**src/rtl/qm_pkg.sv**
```systemverilog
// qm_pkg: shared types for the per-flow queue manager.
// Assumes nothing beyond being compiled before the other qm_* files.
package qm_pkg;

    // Operation taken in a cycle; registered to form the output stage.
    typedef enum logic [1:0] {
        OP_NONE    = 2'd0,
        OP_ENQ     = 2'd1,
        OP_DEQ     = 2'd2,
        OP_DEQ_ERR = 2'd3
    } qm_op_e;

endpackage

```
**src/rtl/qm_free_list.sv**
```systemverilog
// qm_free_list: LIFO stack of slot indices not owned by any flow.
// At reset the first NFLOWS slots belong to the flows (one pre-allocated
// tail each); the stack holds slots NFLOWS..NSLOTS-1.
// Assumes pop and push never occur in the same cycle, and that pop
// happens only when empty is 0.
module qm_free_list #(
    parameter int NSLOTS = 16,
    parameter int NFLOWS = 4,
    localparam int SLOT_W = $clog2(NSLOTS),
    localparam int CNT_W  = $clog2(NSLOTS + 1),
    localparam int FREE0  = NSLOTS - NFLOWS
) (
    input  logic              clk,
    input  logic              rst_n,
    input  logic              pop,
    input  logic              push,
    input  logic [SLOT_W-1:0] push_slot,
    output logic [SLOT_W-1:0] top_slot,
    output logic              empty
);

    logic [SLOT_W-1:0] stack [NSLOTS];
    logic [CNT_W-1:0]  cnt;

    // Top of stack is the entry just below the fill count.
    always_comb begin
        top_slot = stack[SLOT_W'(cnt - 1'b1)];
        empty    = (cnt == '0);
    end

    // Stack storage and fill count; reset loads the spare slots.
    always_ff @(posedge clk) begin
        if (!rst_n) begin
            for (int i = 0; i < NSLOTS; i++) begin
                stack[i] <= (i < FREE0) ? SLOT_W'(NFLOWS + i) : '0;
            end
            cnt <= CNT_W'(FREE0);
        end else if (push) begin
            stack[SLOT_W'(cnt)] <= push_slot;
            cnt <= cnt + 1'b1;
        end else if (pop) begin
            cnt <= cnt - 1'b1;
        end
    end

endmodule

```
**src/rtl/qm_ptr_table.sv**
```systemverilog
// qm_ptr_table: per-flow head and tail pointers.
// Flow f starts with slot f as both head and tail, which means empty.
// Offers a tail read for the enqueue flow, a head read for the dequeue
// flow, and one emptiness bit per flow.
module qm_ptr_table #(
    parameter int NFLOWS = 4,
    parameter int NSLOTS = 16,
    localparam int SLOT_W = $clog2(NSLOTS),
    localparam int FLOW_W = $clog2(NFLOWS)
) (
    input  logic              clk,
    input  logic              rst_n,
    input  logic [FLOW_W-1:0] enq_flow,
    input  logic [FLOW_W-1:0] deq_flow,
    output logic [SLOT_W-1:0] enq_tail,
    output logic [SLOT_W-1:0] deq_head,
    input  logic              tail_we,
    input  logic [SLOT_W-1:0] tail_val,
    input  logic              head_we,
    input  logic [SLOT_W-1:0] head_val,
    output logic [NFLOWS-1:0] flow_empty
);

    logic [SLOT_W-1:0] head [NFLOWS];
    logic [SLOT_W-1:0] tail [NFLOWS];

    // Read ports for the two request channels.
    always_comb begin
        enq_tail = tail[enq_flow];
        deq_head = head[deq_flow];
    end

    // A flow is empty when its head has caught up with its tail.
    for (genvar g = 0; g < NFLOWS; g++) begin : g_empty
        assign flow_empty[g] = (head[g] == tail[g]);
    end

    // Pointer updates; reset gives each flow its own pre-allocated slot.
    always_ff @(posedge clk) begin
        if (!rst_n) begin
            for (int f = 0; f < NFLOWS; f++) begin
                head[f] <= SLOT_W'(f);
                tail[f] <= SLOT_W'(f);
            end
        end else begin
            if (tail_we) tail[enq_flow] <= tail_val;
            if (head_we) head[deq_flow] <= head_val;
        end
    end

endmodule

```
**src/rtl/qm_buf_mem.sv**
```systemverilog
// qm_buf_mem: shared slot storage, each slot a data word plus next link.
// One write port (enqueue) and one asynchronous read port (dequeue).
// Assumes the caller never reads a slot whose contents were not written.
module qm_buf_mem #(
    parameter int NSLOTS = 16,
    parameter int DATA_W = 16,
    localparam int SLOT_W = $clog2(NSLOTS)
) (
    input  logic              clk,
    input  logic              wr_en,
    input  logic [SLOT_W-1:0] wr_addr,
    input  logic [DATA_W-1:0] wr_data,
    input  logic [SLOT_W-1:0] wr_next,
    input  logic [SLOT_W-1:0] rd_addr,
    output logic [DATA_W-1:0] rd_data,
    output logic [SLOT_W-1:0] rd_next
);

    logic [DATA_W-1:0] data_q [NSLOTS];
    logic [SLOT_W-1:0] next_q [NSLOTS];

    // Combinational read of the dequeue slot.
    always_comb begin
        rd_data = data_q[rd_addr];
        rd_next = next_q[rd_addr];
    end

    // Slot write: data and the link to the freshly allocated tail.
    always_ff @(posedge clk) begin
        if (wr_en) begin
            data_q[wr_addr] <= wr_data;
            next_q[wr_addr] <= wr_next;
        end
    end

endmodule

```
**src/rtl/qm_ctrl.sv**
```systemverilog
// qm_ctrl: request arbitration and the registered output stage.
// Enqueue wins over dequeue; at most one operation per cycle. The chosen
// operation is registered and drives out_valid / deq_err one cycle later.
module qm_ctrl
    import qm_pkg::*;
#(
    parameter int DATA_W = 16,
    parameter int FLOW_W = 2
) (
    input  logic              clk,
    input  logic              rst_n,
    input  logic              enq_valid,
    input  logic              deq_valid,
    input  logic [FLOW_W-1:0] deq_flow,
    input  logic              pool_empty,
    input  logic              deq_is_empty,
    input  logic [DATA_W-1:0] rd_data,
    output logic              enq_ready,
    output logic              deq_ready,
    output logic              enq_fire,
    output logic              deq_ok,
    output logic              out_valid,
    output logic [DATA_W-1:0] out_data,
    output logic [FLOW_W-1:0] out_flow,
    output logic              deq_err
);

    qm_op_e op_d, op_q;

    // Arbitration: the enqueue channel has priority over the dequeue one.
    always_comb begin
        enq_ready = !pool_empty;
        deq_ready = !enq_valid;
        enq_fire  = enq_valid && enq_ready;
        deq_ok    = deq_valid && deq_ready && !deq_is_empty;
        if (enq_fire)                    op_d = OP_ENQ;
        else if (deq_ok)                 op_d = OP_DEQ;
        else if (deq_valid && deq_ready) op_d = OP_DEQ_ERR;
        else                             op_d = OP_NONE;
    end

    // Output stage: last operation plus the captured word and flow.
    always_ff @(posedge clk) begin
        if (!rst_n) begin
            op_q     <= OP_NONE;
            out_data <= '0;
            out_flow <= '0;
        end else begin
            op_q <= op_d;
            if (deq_ok) begin
                out_data <= rd_data;
                out_flow <= deq_flow;
            end
        end
    end

    // Decode of the registered operation into the status outputs.
    always_comb begin
        out_valid = (op_q == OP_DEQ);
        deq_err   = (op_q == OP_DEQ_ERR);
    end

endmodule

```
**src/rtl/qm_top.sv**
```systemverilog
// qm_top: per-flow linked-list queue manager over a shared slot pool.
// Each flow owns a chain of slots from head to a pre-allocated tail.
// Enqueue fills the tail slot and links a new tail popped from the free
// stack; dequeue reads the head slot, follows its link and pushes the
// old head back. Assumes NFLOWS >= 2 and NSLOTS > NFLOWS.
module qm_top #(
    parameter int NFLOWS = 4,
    parameter int NSLOTS = 16,
    parameter int DATA_W = 16,
    localparam int SLOT_W = $clog2(NSLOTS),
    localparam int FLOW_W = $clog2(NFLOWS)
) (
    input  logic              clk,
    input  logic              rst_n,
    input  logic              enq_valid,
    output logic              enq_ready,
    input  logic [FLOW_W-1:0] enq_flow,
    input  logic [DATA_W-1:0] enq_data,
    input  logic              deq_valid,
    output logic              deq_ready,
    input  logic [FLOW_W-1:0] deq_flow,
    output logic              out_valid,
    output logic [DATA_W-1:0] out_data,
    output logic [FLOW_W-1:0] out_flow,
    output logic              deq_err,
    output logic              full,
    output logic [NFLOWS-1:0] flow_empty
);

    logic              pool_empty;
    logic [SLOT_W-1:0] new_slot;
    logic [SLOT_W-1:0] enq_tail;
    logic [SLOT_W-1:0] deq_head;
    logic [DATA_W-1:0] rd_data;
    logic [SLOT_W-1:0] rd_next;
    logic              enq_fire;
    logic              deq_ok;

    assign full = pool_empty;

    qm_free_list #(.NSLOTS(NSLOTS), .NFLOWS(NFLOWS)) u_free (
        .clk       (clk),
        .rst_n     (rst_n),
        .pop       (enq_fire),
        .push      (deq_ok),
        .push_slot (deq_head),
        .top_slot  (new_slot),
        .empty     (pool_empty)
    );

    qm_ptr_table #(.NFLOWS(NFLOWS), .NSLOTS(NSLOTS)) u_ptrs (
        .clk        (clk),
        .rst_n      (rst_n),
        .enq_flow   (enq_flow),
        .deq_flow   (deq_flow),
        .enq_tail   (enq_tail),
        .deq_head   (deq_head),
        .tail_we    (enq_fire),
        .tail_val   (new_slot),
        .head_we    (deq_ok),
        .head_val   (rd_next),
        .flow_empty (flow_empty)
    );

    qm_buf_mem #(.NSLOTS(NSLOTS), .DATA_W(DATA_W)) u_mem (
        .clk     (clk),
        .wr_en   (enq_fire),
        .wr_addr (enq_tail),
        .wr_data (enq_data),
        .wr_next (new_slot),
        .rd_addr (deq_head),
        .rd_data (rd_data),
        .rd_next (rd_next)
    );

    qm_ctrl #(.DATA_W(DATA_W), .FLOW_W(FLOW_W)) u_ctrl (
        .clk          (clk),
        .rst_n        (rst_n),
        .enq_valid    (enq_valid),
        .deq_valid    (deq_valid),
        .deq_flow     (deq_flow),
        .pool_empty   (pool_empty),
        .deq_is_empty (flow_empty[deq_flow]),
        .rd_data      (rd_data),
        .enq_ready    (enq_ready),
        .deq_ready    (deq_ready),
        .enq_fire     (enq_fire),
        .deq_ok       (deq_ok),
        .out_valid    (out_valid),
        .out_data     (out_data),
        .out_flow     (out_flow),
        .deq_err      (deq_err)
    );

endmodule

```
**config.mk**
```make
export PLATFORM = sky130hd
export DESIGN_NAME = qm_top
export DESIGN_NICKNAME = d
export VERILOG_FILES = /design/src/rtl/qm_pkg.sv /design/src/rtl/qm_free_list.sv /design/src/rtl/qm_ptr_table.sv /design/src/rtl/qm_buf_mem.sv /design/src/rtl/qm_ctrl.sv /design/src/rtl/qm_top.sv
export SDC_FILE = /design/constraint.sdc
export NUM_CORES = 1
export LEC_CHECK = 0
export BUFFER_PORTS_ARGS = -buffer_cell sky130_fd_sc_hd__buf_2
export CAP_MARGIN = 20
export CORE_ASPECT_RATIO = 1.2
export CORE_UTILIZATION = 40
export DETAILED_ROUTE_END_ITERATION = 8
export PLACE_DENSITY = 0.6
export RECOVER_POWER = 100
export SLEW_MARGIN = 10
export SYNTH_ARGS = -nofsm -noshare
export SYNTH_HDL_FRONTEND = slang
export SYNTH_SLANG_ARGS = --single-unit
```
**constraint.sdc**
```tcl
create_clock -name clk -period 4.8 [get_ports clk]
set_input_delay 0.48 -clock clk [delete_from_list [all_inputs] [get_ports clk]]
set_output_delay 0.48 -clock clk [all_outputs]
set_load 0.02 [all_outputs]
```
# After elaboration in Yosys (flattened, before gate mapping)

Memory sizes are Yosys's and may differ from the RTL's. A register that Yosys moved wholly into a read port is not among the register bits.
Index checks and enable logic that the tools add are counted.

Add/subtract/negate cells: 2
$lt $le $gt $ge: 1
Equality and inequality tests: 6
Multiplexer cells: 24
Bitwise logic cells: 1
Reduce and logical (&&, ||, !) cells: 13

Operators with widths:

| operator            | count |
|---|---|
| $eq 4x4->1          | 4 |
| $mux 4              | 4 |
| $mux 1              | 13 |
| $reduce_or 4->1     | 3 |
| $mux 5              | 2 |
| $mux 2              | 4 |
| $add 5x1->5 const B | 1 |
| $logic_not 5->1     | 1 |
| $sub 5x1->5 const B | 1 |
| $eq 2x2->1 const B  | 2 |
| $logic_not 1->1     | 4 |
| $logic_and 1x1->1   | 3 |
| $lt 2x3->1 const B  | 1 |
| $bmux 1 s2          | 1 |
| $reduce_bool 2->1   | 1 |
| $reduce_or 2->1     | 1 |
| $not 1->1           | 1 |

Register bits: 9
RAM bits: 416
Bits of input ports: 24
Output and inout bits: 27
Logic and storage cells: 56
Memories: 5

Memories:

| memory       | words | bits a word | read ports | clocked after Yosys merged registers in | write ports | line               | text |
|---|---|---|---|---|---|---|---|
| u_mem.data_q | 16    | 16          | 1          | 1                                       | 1           | qm_buf_mem.sv:19   | `logic [DATA_W-1:0] data_q [NSLOTS];` |
| u_free.stack | 16    | 4           | 1          | 0                                       | 16          | qm_free_list.sv:22 | `logic [SLOT_W-1:0] stack [NSLOTS];` |
| u_mem.next_q | 16    | 4           | 1          | 0                                       | 1           | qm_buf_mem.sv:20   | `logic [SLOT_W-1:0] next_q [NSLOTS];` |
| u_ptrs.head  | 4     | 4           | 5          | 0                                       | 4           | qm_ptr_table.sv:24 | `logic [SLOT_W-1:0] head [NFLOWS];` |
| u_ptrs.tail  | 4     | 4           | 5          | 0                                       | 4           | qm_ptr_table.sv:25 | `logic [SLOT_W-1:0] tail [NFLOWS];` |

# Logic depth before layout (Yosys ltp)

An unclocked memory read counts as a cell.

Depth in word-level cells: 11
Gate-level depth with buffers: 11
Gate-level depth less buffers: 7

# Hierarchy

Synthesis repeated with hierarchy kept, for this count alone.

Cell total of the unflattened synthesis: 1009
Area total of the unflattened synthesis: 18062.3 sq um

Modules (own cells, without submodules):

| module       | instances | cells an instance | area an instance (sq um) | seq. area each (sq um) |
|---|---|---|---|---|
| qm_buf_mem   | 1         | 513               | 12130.4                  | 9609.2 |
| qm_free_list | 1         | 294               | 3410.8                   | 2021.9 |
| qm_ptr_table | 1         | 112               | 1670.4                   | 960.9 |
| qm_ctrl      | 1         | 89                | 828.3                    | 400.4 |
| qm_top       | 1         | 1                 | 22.5                     | 0.0 |

# Worst setup path after synthesis

Ideal clock, no wire load.

Kind: reg-to-reg
From: reg u_free.cnt[0]
To: mem u_mem.data_q[5][0] (enable)
Data arrival time: 4.000 ns
Data required time: 4.373 ns
Slack: 0.374 ns
Cell stages (with the launch flop): 11
Path buffers: 4
Cell sequence: dfxtp_1 > buf_2 > buf_2 > inv_1 > ha_1 > or3b_2 > clkbuf_1 > o21a_1 > clkbuf_1 > nand3b_1 > nor3b_1

Longest elaborated chain between the ends: 5

Ends and longest elaborated chain:

| what                         | line               | text |
|---|---|---|
| start, declared              | qm_free_list.sv:23 | `logic [CNT_W-1:0] cnt;` |
| start signal, assigned       | qm_free_list.sv:37 | `cnt <= CNT_W'(FREE0);` |
| start signal, assigned       | qm_free_list.sv:40 | `cnt <= cnt + 1'b1;` |
| start signal, assigned       | qm_free_list.sv:42 | `cnt <= cnt - 1'b1;` |
| $logic_not 5->1              | qm_free_list.sv:28 | `empty = (cnt == '0);` |
| $logic_not 1->1              | qm_ctrl.sv:32      | `enq_ready = !pool_empty;` |
| $logic_and 1x1->1            | qm_ctrl.sv:34      | `enq_fire = enq_valid && enq_ready;` |
| $mux 1                       | qm_buf_mem.sv:30   | `if (wr_en) begin` |
| $mux 1 (not written as such) | qm_buf_mem.sv:31   | `data_q[wr_addr] <= wr_data;` |
| end, declared                | qm_buf_mem.sv:19   |  |

Every way passes these cells.

# Worst setup path in the final report

From: reg u_free.cnt[1]
To: mem u_mem.next_q[7][3] (netlist name) (enable)

Longest elaborated chain between the ends: 5

Ends and longest elaborated chain:

| what                         | line               | text |
|---|---|---|
| $logic_not 5->1              | qm_free_list.sv:28 |  |
| $logic_not 1->1              | qm_ctrl.sv:32      |  |
| $logic_and 1x1->1            | qm_ctrl.sv:34      |  |
| $mux 1                       | qm_buf_mem.sv:30   |  |
| $mux 1 (not written as such) | qm_buf_mem.sv:32   | `next_q[wr_addr] <= wr_next;` |
| end, declared                | qm_buf_mem.sv:20   |  |

Every way passes these cells.

==> flow_summary.html <==
<table>
<tr><th>Metric</th><th>Value</th></tr>
<tr><th colspan="2">Status</th></tr>
<tr><td>Result of the run</td><td>finished, violations left</td></tr>
<tr><td>Violations in the final reports</td><td>capacitance limit, slew limit</td></tr>
<tr><th colspan="2">Yosys</th></tr>
<tr><td>Async set or reset register ratio after synthesis</td><td>0</td></tr>
<tr><td>Synth Net Count</td><td>1142</td></tr>
<tr><td>Number of flops mapped to enable cells by yosys</td><td>416</td></tr>
<tr><td>Number of instances in the synthesized netlist</td><td>1113</td></tr>
<tr><td>Synthesis Warnings</td><td>0</td></tr>
<tr><td>Area of the mapped netlist</td><td>18440 µm²</td></tr>
<tr><td>Top-area cell type share of the netlist area</td><td>0.6773</td></tr>
<tr><td>Main synth FF type</td><td>sky130_fd_sc_hd__edfxtp_1</td></tr>
<tr><td>Register bit count reported by yosys</td><td>441</td></tr>
<tr><td>Biggest area contributors in the synthesized netlist</td><td>sky130_fd_sc_hd__edfxtp_1 (68%), sky130_fd_sc_hd__mux2i_1 (12%), sky130_fd_sc_hd__mux4_2 (4.0%)</td></tr>
<tr><td>Cell variety after synth</td><td>45</td></tr>
<tr><td>Sequential area share after synthesis</td><td>0.7044</td></tr>
<tr><td>Post-synthesis cell type with the largest combined area</td><td>sky130_fd_sc_hd__edfxtp_1</td></tr>
<tr><td>Average cell area after synthesis</td><td>16.57 µm²</td></tr>
<tr><th colspan="2">Setup path</th></tr>
<tr><td>Endpoint of the most critical register-to-register path</td><td>u_mem.next_q[7][3]</td></tr>
<tr><td>R2R setup slack</td><td>1040 ps</td></tr>
<tr><td>Startpoint-to-endpoint class of the critical path</td><td>flop to flop</td></tr>
<tr><td>Critical Path Fanout Max</td><td>12</td></tr>
<tr><td>Required time of the critical path</td><td>5000 ps</td></tr>
<tr><td>Worst path arrival time</td><td>3960 ps</td></tr>
<tr><td>Crit path capture type</td><td>flop</td></tr>
<tr><td>Reg2reg start</td><td>u_free.cnt[1]</td></tr>
<tr><td>Worst-case reg-to-reg path depth</td><td>7</td></tr>
<tr><td>Nature of the critical path startpoint</td><td>flop</td></tr>
<tr><th colspan="2">CTS</th></tr>
<tr><td>Number of H-tree levels</td><td>2</td></tr>
<tr><td>Total setup buffers inserted after CTS</td><td>0</td></tr>
<tr><td>CTS tree</td><td>built</td></tr>
<tr><td>Post-cts sizing count</td><td>0</td></tr>
<tr><td>Count of hold buffers inserted by post-cts repair</td><td>0</td></tr>
<tr><td>CTS buffer count</td><td>48</td></tr>
<tr><td>CTS clk-pin slew, worst paths</td><td>60 ps</td></tr>
<tr><td>Total number of clock tree sinks</td><td>441</td></tr>
<tr><td>Root Driver</td><td>sky130_fd_sc_hd__clkbuf_16</td></tr>
<tr><td>Deepest clock path buffer count</td><td>3</td></tr>
<tr><td>Clock latency reported for the late side of the worst-skew pair</td><td>590 ps</td></tr>
<tr><th colspan="2">Place</th></tr>
<tr><td>Worst setup slack before clock tree synthesis</td><td>1177 ps</td></tr>
<tr><td>RD Place Congestion</td><td>0.7894</td></tr>
<tr><td>Port-buffer cells</td><td>50</td></tr>
<tr><td>Detailed placer's ending HPWL</td><td>25690 µm</td></tr>
<tr><th colspan="2">Global route</th></tr>
<tr><td>Pin count of the biggest net entering global routing</td><td>54</td></tr>
<tr><td>Global route total overflow</td><td>0</td></tr>
<tr><td>Global-route wire length before repair</td><td>63480 µm</td></tr>
<tr><td>Antenna violations before repair</td><td>2</td></tr>
<tr><td>Via count of the first global-routing pass</td><td>10280</td></tr>
<tr><td>Global router's overall resource usage</td><td>0.1845</td></tr>
<tr><th colspan="2">Routing</th></tr>
<tr><td>First DRT Iteration DRCs</td><td>708</td></tr>
<tr><td>Detail-routed net length per standard cell</td><td>23.40 µm</td></tr>
<tr><td>Detail-routed via count per cell</td><td>5.479</td></tr>
<tr><td>Sum of routed wire length over all layers</td><td>42710 µm</td></tr>
<tr><td>1st-pass router iterations</td><td>5</td></tr>
<tr><td>Post-route DRC violation count</td><td>0</td></tr>
<tr><td>Remaining number of nets flagged by the antenna check after routing</td><td>0</td></tr>
<tr><td>Number of vias after detailed routing</td><td>9999</td></tr>
<tr><th colspan="2">STA</th></tr>
<tr><td>Worst clock skew</td><td>18.63 ps</td></tr>
<tr><td>Sum of negative setup slack</td><td>0 ps</td></tr>
<tr><td>Peak Freq</td><td>266.2 MHz</td></tr>
<tr><td>Max Transition Viols Final</td><td>307</td></tr>
<tr><td>Hold Vio Cnt, Final</td><td>0</td></tr>
<tr><td>Setup repair after global routing missed its margin</td><td>no</td></tr>
<tr><td>Final worst path period need</td><td>3757 ps</td></tr>
<tr><td>Final setup vio count</td><td>0</td></tr>
<tr><td>Slew HR</td><td>-0.1688</td></tr>
<tr><td>Crit share post-route</td><td>0.7827</td></tr>
<tr><td>Final worst slack</td><td>1043 ps</td></tr>
<tr><td>Slew @ Worst Pin</td><td>1753 ps</td></tr>
<tr><th colspan="2">Final layout</th></tr>
<tr><td>Leading cell types in the layout, fill and taps excluded</td><td>sky130_fd_sc_hd__edfxtp_1 (416), sky130_fd_sc_hd__mux2i_1 (212), sky130_fd_sc_hd__clkbuf_1 (80)</td></tr>
<tr><td>Reg area</td><td>12990 µm²</td></tr>
<tr><td>Synth-to-Final Area Change</td><td>13.15%</td></tr>
<tr><td>Number of nets in the final layout</td><td>1206</td></tr>
<tr><td>Area of combinational cells with multiple inputs</td><td>5109 µm²</td></tr>
<tr><td>Diodes inserted</td><td>0</td></tr>
<tr><td>FILL cells</td><td>3975</td></tr>
<tr><td>Most common library cell in the layout ignoring fill and taps</td><td>sky130_fd_sc_hd__edfxtp_1</td></tr>
<tr><td>Share of cells above drive strength 1</td><td>0.1192</td></tr>
<tr><th colspan="2">Floorplan</th></tr>
<tr><td>Die Footprint</td><td>46980 µm²</td></tr>
<tr><td>Std-Cell Core Area</td><td>45200 µm²</td></tr>
<tr><td>Vertical die dimension</td><td>237.2 µm</td></tr>
<tr><td>Starting density of the core</td><td>0.4081</td></tr>
<tr><td>Die Span X</td><td>198.0 µm</td></tr>
<tr><td>Row Count</td><td>85</td></tr>
<tr><td>Count of pins on the block boundary</td><td>51</td></tr>
<tr><th colspan="2">Flow run</th></tr>
<tr><td>Count of max-cap constraint violations</td><td>13</td></tr>
<tr><th colspan="2">Pwr</th></tr>
<tr><td>Static Leakage</td><td>7.060 nW</td></tr>
<tr><td>Pwr/cell area</td><td>459.3 nW/µm²</td></tr>
<tr><td>Worst vdd rail ir drop</td><td>0.4005 mV</td></tr>
<tr><th colspan="2">Min path</th></tr>
<tr><td>Number of cells on the worst hold path</td><td>3</td></tr>
<tr><td>Startpoint of the worst hold path</td><td>rst_n</td></tr>
<tr><td>Hold Crit Endpoint</td><td>u_ctrl.op_q[1]</td></tr>
<tr><td>Hold Crit Class</td><td>input pin to flop</td></tr>
</table>
routing by layer:
| metal | track usage | share of wire | up-vias | wire length (µm) |
|---|---|---|---|---|
| li1 | - | - | 4511 | - |
| met1 | 0.2319 | 0.42 | 5150 | 17890 |
| met2 | 0.3182 | 0.51 | 253 | 21590 |
| met3 | 0.03192 | 0.046 | 81 | 1982 |
| met4 | 0.06742 | 0.029 | 4 | 1223 |
| met5 | 0 | 0.00070 | - | 30 |
sequential cells by signal (all words and copies together), names as in the netlist:
register	flops
u_ctrl.op_q	2
u_ctrl.out_data	16
u_ctrl.out_flow	2
u_free.cnt	5
u_free.stack	64
u_mem.data_q	256
u_mem.next_q	64
u_ptrs.head	16
u_ptrs.tail	16
layout make-up:
type / count / area share
Sequential cell: 441 / 0.6226
Multi-Input combinational cell: 592 / 0.2448
Clock buffer: 70 / 0.06487
Tap cell: 609 / 0.03651
Timing Repair Buffer: 84 / 0.01841
Clock inverter: 19 / 0.01103
Inverter: 10 / 0.001799
cell usage after synthesis, types with 10 or more instances:
cell type	instances
sky130_fd_sc_hd__and3_1	12
sky130_fd_sc_hd__nor2b_1	18
sky130_fd_sc_hd__mux2i_1	212
sky130_fd_sc_hd__clkbuf_1	33
sky130_fd_sc_hd__buf_2	27
sky130_fd_sc_hd__or3_1	20
sky130_fd_sc_hd__edfxtp_1	416
sky130_fd_sc_hd__dfxtp_1	25
sky130_fd_sc_hd__o21ai_0	25
sky130_fd_sc_hd__nor2_1	37
sky130_fd_sc_hd__o32ai_1	16
sky130_fd_sc_hd__xnor2_1	18
sky130_fd_sc_hd__nand3_1	22
sky130_fd_sc_hd__nand2_1	46
sky130_fd_sc_hd__inv_1	10
sky130_fd_sc_hd__mux4_2	33
sky130_fd_sc_hd__nor3_1	25
sky130_fd_sc_hd__o22ai_1	32
kinds of logic (layout without fill, tap and decap cells):
logic type,count (synthesis),count (layout),synth area share
fa+ha+maj,5,5,0.003392
buf+inv,80,183,0.02001
mux,256,256,0.1694
simple gates,215,215,0.05929
compound gates,96,96,0.03399
xor+xnor,20,20,0.009497
flops,441,441,0.7044
report_power, final:
| group | total (mW) | switching, mW | leakage [nW] | internal, mW |
|---|---|---|---|---|
| Combinational | 1.30 | 0.861 | 2.33 | 0.436 |
| Sequential | 4.61 | 0.0832 | 3.96 | 4.53 |
| Clock | 3.68 | 1.50 | 0.764 | 2.18 |
| Total | 9.59 | 2.44 | 7.06 | 7.14 |
through the flow:
step	hold slack [ps]	instance area, µm²	std cells	util	power, mW
after detailed placement	473.6	19450	1736	0.4302	6.011
after global routing	286.2	20870	1825	0.4617	9.903
final	272.8	20870	1825	0.4617	9.586
after CTS	240.0	21030	1825	0.4653	9.669
after global placement	465.9	19420	1734	0.4297	5.982
after floorplan	548.9	18440	1113	-	5.502
worst max-delay path by stage:
stage | from | end | slack (ps)
after detailed placement | deq_flow[0] | u_ctrl.out_data[7] | 1180
after global routing | u_free.cnt[1] | u_mem.next_q[7][3] | 750
after global placement | deq_flow[0] | u_ctrl.out_data[7] | 1250
final | u_free.cnt[1] | u_mem.next_q[7][3] | 1040
after floorplan | u_free.cnt[0] | u_mem.data_q[5][0] | 370
after CTS | u_free.cnt[1] | u_mem.next_q[7][3] | 1610
worst max-delay path, cell delays in order (launching register included):
cell and delay, ps:
sky130_fd_sc_hd__dfxtp_1 400, sky130_fd_sc_hd__inv_1 120, sky130_fd_sc_hd__ha_1 330, sky130_fd_sc_hd__or3b_2 330
sky130_fd_sc_hd__o21a_1 370, sky130_fd_sc_hd__nand3b_1 210, sky130_fd_sc_hd__nor2_1 850, sky130_fd_sc_hd__clkbuf_1 750
No activity file was read; power rests on OpenSTA's default activity.
